**config.mk**
```make
export PLATFORM = sky130hd
export DESIGN_NAME = sum_window_rounder
export DESIGN_NICKNAME = d
export VERILOG_FILES = /design/src/rtl/swsr_pkg.sv /design/src/rtl/swsr_window.sv /design/src/rtl/swsr_round.sv /design/src/rtl/sum_window_rounder.sv
export SDC_FILE = /design/constraint.sdc
export NUM_CORES = 1
export LEC_CHECK = 0
export ABC_AREA = 1
export ABC_CLOCK_PERIOD_IN_PS = 8570
export BUFFER_PORTS_ARGS = -buffer_cell sky130_fd_sc_hd__buf_2
export CAP_MARGIN = 20
export CORE_ASPECT_RATIO = 1.75
export CORE_MARGIN = 4
export CORE_UTILIZATION = 40
export CTS_CLUSTER_DIAMETER = 30
export DETAILED_ROUTE_END_ITERATION = 6
export SYNTH_ARGS = -nofsm -noshare
export SYNTH_HDL_FRONTEND = slang
export SYNTH_SLANG_ARGS = --single-unit
```
**constraint.sdc**
```tcl
create_clock -name clk -period 8.57 [get_ports clk]
set_input_delay 2.571 -clock clk [delete_from_list [all_inputs] [get_ports clk]]
set_output_delay 2.571 -clock clk [all_outputs]
set_load 0.005 [all_outputs]
```
**src/rtl/swsr_pkg.sv**
```systemverilog
package swsr_pkg;

    // Bits dropped per step of the precision select
    localparam int SWSR_STEP = 2;

    typedef enum logic [1:0] {
        PREC_18 = 2'd0,
        PREC_16 = 2'd1,
        PREC_14 = 2'd2,
        PREC_12 = 2'd3
    } prec_e;

    function automatic int drop_of(prec_e p);
        return SWSR_STEP * int'(p);
    endfunction

endpackage

```
**src/rtl/swsr_window.sv**
```systemverilog
module swsr_window #(
    parameter int IN_W  = 26,
    parameter int OUT_W = 18,
    localparam int MAX_OFF = IN_W - OUT_W,
    localparam int SEL_W   = $clog2(MAX_OFF + 1)
) (
    input  logic [IN_W-1:0]  din,
    input  logic [SEL_W-1:0] off,
    output logic [OUT_W-1:0] dout
);
    localparam int HEAD_W = IN_W - OUT_W + 1;

    logic [SEL_W-1:0]       off_c;
    logic signed [IN_W-1:0] shifted;
    logic [HEAD_W-1:0]      head;
    logic                   ovf;

    always_comb begin
        off_c   = (off > SEL_W'(MAX_OFF)) ? SEL_W'(MAX_OFF) : off;
        shifted = $signed(din) >>> off_c;
        head    = shifted[IN_W-1:OUT_W-1];
        ovf     = !((&head) || (~|head));
        if (ovf)
            dout = shifted[IN_W-1] ? {1'b1, {(OUT_W-1){1'b0}}}
                                   : {1'b0, {(OUT_W-1){1'b1}}};
        else
            dout = shifted[OUT_W-1:0];
    end
endmodule

```
**src/rtl/swsr_round.sv**
```systemverilog
module swsr_round #(
    parameter int OUT_W = 18,
    parameter int STEP  = 2,
    parameter int NPREC = 4,
    localparam int PSEL_W = $clog2(NPREC)
) (
    input  logic [OUT_W-1:0]  din,
    input  logic [PSEL_W-1:0] prec,
    output logic [OUT_W-1:0]  dout
);
    logic [OUT_W-1:0] cand [NPREC];

    for (genvar p = 0; p < NPREC; p++) begin : g_prec
        localparam int D = STEP * p;
        if (D == 0) begin : g_full
            assign cand[p] = din;
        end else begin : g_cut
            localparam logic [OUT_W-1:0] LOWM = OUT_W'((1 << D) - 1);
            localparam logic [OUT_W:0]   HALF = (OUT_W+1)'(1 << (D - 1));
            logic [OUT_W:0] sum;
            logic           carry_ovf;
            assign sum       = {din[OUT_W-1], din} + HALF;
            assign carry_ovf = (sum[OUT_W:OUT_W-1] == 2'b01);
            assign cand[p]   = carry_ovf ? ({1'b0, {(OUT_W-1){1'b1}}} & ~LOWM)
                                         : (sum[OUT_W-1:0] & ~LOWM);
        end
    end

    assign dout = cand[prec];
endmodule

```
**src/rtl/sum_window_rounder.sv**
```systemverilog
module sum_window_rounder
    import swsr_pkg::*;
#(
    parameter int IN_W  = 26,
    parameter int OUT_W = 18,
    localparam int SEL_W  = $clog2(IN_W - OUT_W + 1),
    localparam int PSEL_W = 2
) (
    input  logic              clk,
    input  logic              rst_n,
    input  logic              in_valid,
    input  logic [IN_W-1:0]   in_i,
    input  logic [IN_W-1:0]   in_q,
    input  logic [SEL_W-1:0]  win_sel,
    input  logic [PSEL_W-1:0] prec_sel,
    output logic              out_valid,
    output logic [OUT_W-1:0]  out_i,
    output logic [OUT_W-1:0]  out_q
);
    localparam int LANES = 2;

    logic [IN_W-1:0]  lane_in  [LANES];
    logic [OUT_W-1:0] lane_win [LANES];
    logic [OUT_W-1:0] lane_rnd [LANES];
    logic [OUT_W-1:0] lane_q   [LANES];
    logic             valid_q;

    assign lane_in[0] = in_i;
    assign lane_in[1] = in_q;

    for (genvar l = 0; l < LANES; l++) begin : g_lane
        swsr_window #(.IN_W(IN_W), .OUT_W(OUT_W)) u_win (
            .din  (lane_in[l]),
            .off  (win_sel),
            .dout (lane_win[l])
        );
        swsr_round #(.OUT_W(OUT_W), .STEP(SWSR_STEP), .NPREC(4)) u_rnd (
            .din  (lane_win[l]),
            .prec (prec_sel),
            .dout (lane_rnd[l])
        );
        always_ff @(posedge clk) begin
            if (!rst_n)
                lane_q[l] <= '0;
            else if (in_valid)
                lane_q[l] <= lane_rnd[l];
        end
    end

    always_ff @(posedge clk) begin
        if (!rst_n) valid_q <= 1'b0;
        else        valid_q <= in_valid;
    end

    assign out_valid = valid_q;
    assign out_i     = lane_q[0];
    assign out_q     = lane_q[1];

    // valid tracks input valid with one cycle of latency
    assert_valid_latency_R9: assert property (@(posedge clk) disable iff (!rst_n)
        $past(rst_n) |-> (out_valid == $past(in_valid)));

    // low bits below the chosen precision are zero
    assert_low_zero_R7: assert property (@(posedge clk) disable iff (!rst_n)
        (out_valid && $past(rst_n)) |->
        ((out_i & OUT_W'((1 << drop_of(prec_e'($past(prec_sel)))) - 1)) == '0));

    // most negative input always limits to the negative extreme
    assert_neg_limit_R3: assert property (@(posedge clk) disable iff (!rst_n)
        (out_valid && $past(rst_n) && ($past(in_i) == {1'b1, {(IN_W-1){1'b0}}})) |->
        (out_i == {1'b1, {(OUT_W-1){1'b0}}}));

    // largest positive input lands on the positive limit at the precision
    assert_pos_limit_R6: assert property (@(posedge clk) disable iff (!rst_n)
        (out_valid && $past(rst_n) && ($past(in_i) == {1'b0, {(IN_W-1){1'b1}}})) |->
        (out_i == ({1'b0, {(OUT_W-1){1'b1}}} &
                   ~OUT_W'((1 << drop_of(prec_e'($past(prec_sel)))) - 1))));

    // a non-negative input never yields a negative result
    assert_sign_kept_R5: assert property (@(posedge clk) disable iff (!rst_n)
        (out_valid && $past(rst_n) && !$past(in_q[IN_W-1])) |-> !out_q[OUT_W-1]);

    // data holds while no sample is taken
    assert_hold_R10: assert property (@(posedge clk) disable iff (!rst_n)
        ($past(rst_n) && !$past(in_valid)) |-> ($stable(out_i) && $stable(out_q)));
endmodule

```
; Word level (Yosys, flattened, before mapping)
; Memory sizes are Yosys's and may differ from the RTL's.
; Index checks and enable logic that the tools add are counted.
[classes]
shifts = 2
n_reduce_logical = 8
magnitude_cmp = 2
muxes = 23
eq_ne = 6
bitwise_logic = 3
addsub = 6
[op_table]
columns = op, count
row1 = 18-bit two-way mux, 16
row2 = 18-bit binary-select mux with 2-bit select, 2
row3 = 26-bit by 4-bit >>> shifter with 26-bit output, 2
row4 = 18-bit by 3-bit adder with 19-bit output (second input constant), 2
row5 = 18-bit by 5-bit adder with 19-bit output (second input constant), 2
row6 = 18-bit by 7-bit adder with 19-bit output (second input constant), 2
row7 = 9-bit AND reduction, 2
row8 = 9-bit OR reduction, 2
row9 = 2-bit by 1-bit equality test with 1-bit output (second input constant), 6
row10 = 4-bit > comparator (second input constant), 1
row11 = 1-bit two-way mux, 4
row12 = 4-bit two-way mux, 1
row13 = 3-bit greater-or-equal comparator (second input constant), 1
row14 = 2-bit NOT with 3-bit output, 1
row15 = 1-bit zero test, 2
row16 = 1-bit logical OR, 2
row17 = 1-bit bitwise OR, 2
[totals]
word_cells = 52
ramBits = 36
output_inout_bits = 37
inputBits = 61
register_bits = 1
mem_count = 1
[mem_list]
columns = memory, words, width, read_ports, rd_ports_with_merged_regs, write_ports, line
row1 = lane_q, 2, 18, 2, 0, 2, sum_window_rounder.sv:25  ; logic [OUT_W-1:0] lane_q [LANES];

; Depth between registers and ports, before layout
[logic_depth]
word_depth = 14
mapped_depth = 29
ltp_nobuf = 27

; Cells and area by module
; A second synthesis with hierarchy kept.
[hier_totals]
hier_cells = 1283
hier_area_um2 = 7302.0
[by_module_without_submodules]
columns = mod, cells_per_inst, area_per_inst_um2, instances, seq_area_each_um2
row1 = swsr_round (g_lane[1].u_rnd), 307, 1559.0, 1, 0.0
row2 = swsr_round (g_lane[0].u_rnd), 314, 1546.5, 1, 0.0
row3 = sum_window_rounder, 116, 1500.2, 1, 1101.1
row4 = swsr_window (g_lane[0].u_win), 281, 1420.1, 1, 0.0
row5 = swsr_window (g_lane[1].u_win), 265, 1276.2, 1, 0.0

; Least setup slack after synthesis
; OpenSTA, ideal clock, no wires.
[synth_timing]
path_type = input to register
start = in win_sel[3]
end = mem lane_q[0][9] (data pin)
setup_ps = 250
t_arrival_ps = 5054
required_time_ps = 8320
slack_ps = 3266
path_stages = 22
path_buffers = 4
path_cell_list = buf_6 nor2_1 clkbuf_1 nand2_1 nand2_1 nand2_1 nor2_1 nand2_1 nand2_2 buf_6 buf_6 nand2_1 inv_2 ha_1 inv_1 nor2_1 inv_1 nor2_1 xor2_1 nand3_2 inv_2 nor2_1
[synth_lines]
columns = element, line
row1 = "start, declared", sum_window_rounder.sv:14  ; input logic [SEL_W-1:0] win_sel,
row2 = "end, declared", sum_window_rounder.sv:25

==> results_dict.tcl <==
set metrics [dict create \
    pwr_density_cell_nw_per_um2 104 \
    hold_viol_final 0 \
    die_w_um 105 \
    critPathCaptureType "flop" \
    io_buffer_count 97 \
    synth_cell_type_count 53 \
    start_kind "input pin" \
    fin_cells 1366 \
    wl_per_cell_um 14.2 \
    grt_overflow 0 \
    initial_core_util_pct 41.0 \
    synth_top_area_share_pct 23.7 \
    ys_ff_latch 37 \
    antenna_cells 0 \
    cts_made_buffers 5 \
    grt_use_total_pct 20.8 \
    cp_max_fo 49 \
    worstPathCellList "buf_2 -> inv_8 -> nand2_8 -> inv_4 -> nand2_1 -> nand2_1 -> nand2_1 -> o21ai_1 -> a21oi_1 -> nor2_2 -> nand2_1 -> nand2_4 -> nand2_1 -> inv_1 -> ha_1 -> inv_1 -> nor2_1 -> inv_1 -> nor2_1 -> xor2_1 -> nand2_1 -> nand2_1 -> o21ai_1" \
    maxCapViolCount 0 \
    postSynth.asyncResetShare_pct 0 \
    slew_headroom_pct 45.3 \
    cts-hold-fix-buffers 0 \
    final_nets 1241 \
    dp_hpwl_um 15900 \
    syn_avg_cell_area_um2 5.85 \
    routed_wl_um 19300 \
    leakagePower_nw 3.58 \
    antenna_found_initial 0 \
    cts.reportedPaths.clkPinSlew_ns 0.05 \
    fp.coreArea_um2 16000 \
    cts_buffer_depth 2 \
    synth_ff_type "edfxtp_1" \
    synthTopCellsByArea "nand2_1 (24%), edfxtp_1 (17%), nand3_1 (8.0%)" \
    drc 0 \
    htree_levels 2 \
    gp_congestion 0.948 \
    syn_inst 1118 \
    cpMaxStageDelayCell "inv_4" \
    period_share_pct 75.2 \
    cpPeakStageDelay_ns 0.41 \
    ys_seq_area_share_pct 16.8 \
    num_rows 61 \
    syn_nets 1183 \
    setup_viol 0 \
    worstMarginPinSlew_ns 0.820 \
    total_power_uw 739 \
    status "completed" \
    post-place-cells 1358 \
    first_pass_iters 5 \
    grt_first_pass_wirelength_um 32600 \
    die_height_um 177 \
    cts_tree "yes" \
    clkSinkCount 37 \
    finalCriticalPeriod_ns 6.44 \
    syn_area_um2 6540 \
    die_area_um2 18600 \
    ant_nets 0 \
    grt_max_degree 71 \
    drv_slew 0 \
    grt_pass1_vias 6747 \
    via_per_inst 5.21 \
    rsz0062_at_grt "false" \
    hold-path-cell-count 3 \
    cpMostUsedCell "nand2_1" \
    drt-initial-drc-count 330 \
    placed_area_um2 6940 \
    arrival_ns 6.47 \
    setup_tns_ns 0 \
    pin_count 98 \
    synthToLayoutAreaGrowth_pct 8.15 \
    fin_area_um2 7080 \
    crit_type "input pin to flop" \
    synth_warnings 0 \
    synth_top_area_cell "nand2_1" \
    cts_setup_buffers 0 \
    vdd_drop_max_uv 46.7 \
    fmax_mhz 155 \
    ctsResizeCount 0 \
    cts_root_buffer "clkbuf_16" \
    drive_gt1_share_pct 18.6 \
    required_ns 8.59 \
    min_path_type "input pin to flop" \
    synth_edf_count 36 \
    vias 7116 \
]
-- worst max-delay path: cells and delay by family --
kind / cells / cell delay, ns
AND/OR/NAND/NOR: 12 / 1.71
buffers and inverters: 6 / 1.44
adder cells (fa/ha/maj): 1 / 0.29
AO/OA/AOI/OAI: 3 / 0.27
XOR/XNOR: 1 / 0.15
-- Yosys cell counts (all sizes together) (6+ instances only) --
cell / instances
nor2: 112
o21ai: 88
nand3: 124
a21oi: 36
clkbuf: 14
o221ai: 13
edfxtp: 36
buf: 38
xnor2: 9
xor2: 22
o211ai: 16
nand4: 9
nand3b: 6
nand2: 461
inv: 100
-- final cells by class --
cell class | count | area [um^2]
Tap cell | 189 | 236
Sequential cell | 37 | 1100
Inverter | 103 | 399
Clock buffer | 8 | 136
Timing Repair Buffer | 103 | 531
Multi-Input combinational cell | 926 | 4670
Fill cell | 1736 | 8870
-- final timing paths --
path,to,slack (ns),from
setup / recovery,lane_q[1][9]$_SDFFCE_PN0P_,2.13,win_sel[3]
hold / removal,lane_q[1][14]$_SDFFCE_PN0P_,2.76,in_valid
-- state kept, by name, indices dropped and copies added (netlist names) --
| name | count |
|---|---|
| out_valid | 1 |
| lane_q | 36 |
-- metrics by stage --
stage	worst slack, ns	util (%)	hold slack, ns
global placement	1.88	43.5	2.95
global route	1.62	44.4	2.78
detailed placement	1.85	43.5	2.95
floorplan	3.27	-	2.86
finish	2.13	44.4	2.76
CTS	2.15	44.4	2.75
-- cell families after synthesis --
family / synth area share, %
adder cells (fa/ha/maj): 0.765
XOR/XNOR: 4.15
AO/OA/AOI/OAI: 14.5
flip-flops: 16.8
AND/OR/NAND/NOR: 51.4
multiplexers: 0.612
buffers and inverters: 11.8
-- layer usage --
| metal | routed length, um | track usage [%] | up-vias |
|---|---|---|---|
| met2 | 9380 | 36.6 | 235 |
| met4 | 636 | 9.63 | 0 |
| li1 | - | - | 3751 |
| met1 | 8450 | 25.9 | 3091 |
| met5 | 0 | 0 | - |
| met3 | 881 | 1.35 | 39 |
-- where the power goes --
group          internal (mW)  switching [mW]  total [mW]
Clock                  0.108          0.0598       0.168
Combinational          0.118           0.233       0.351
Sequential             0.217         0.00319       0.220
-- placed cells by master (no fill, tap or decap), drive strengths merged, types with 6 or more instances in the layout --
master / synthesis / routed
a21oi: 36 / 36
o211ai: 16 / 16
edfxtp: 36 / 36
nand3: 124 / 124
o21ai: 88 / 88
clkbuf: 14 / 8
xnor2: 9 / 9
nand3b: 6 / 6
nor2: 112 / 112
nand4: 9 / 9
buf: 38 / 103
inv: 100 / 100
xor2: 22 / 22
o221ai: 13 / 13
nand2: 461 / 461
(Power assumes the default switching activity.)
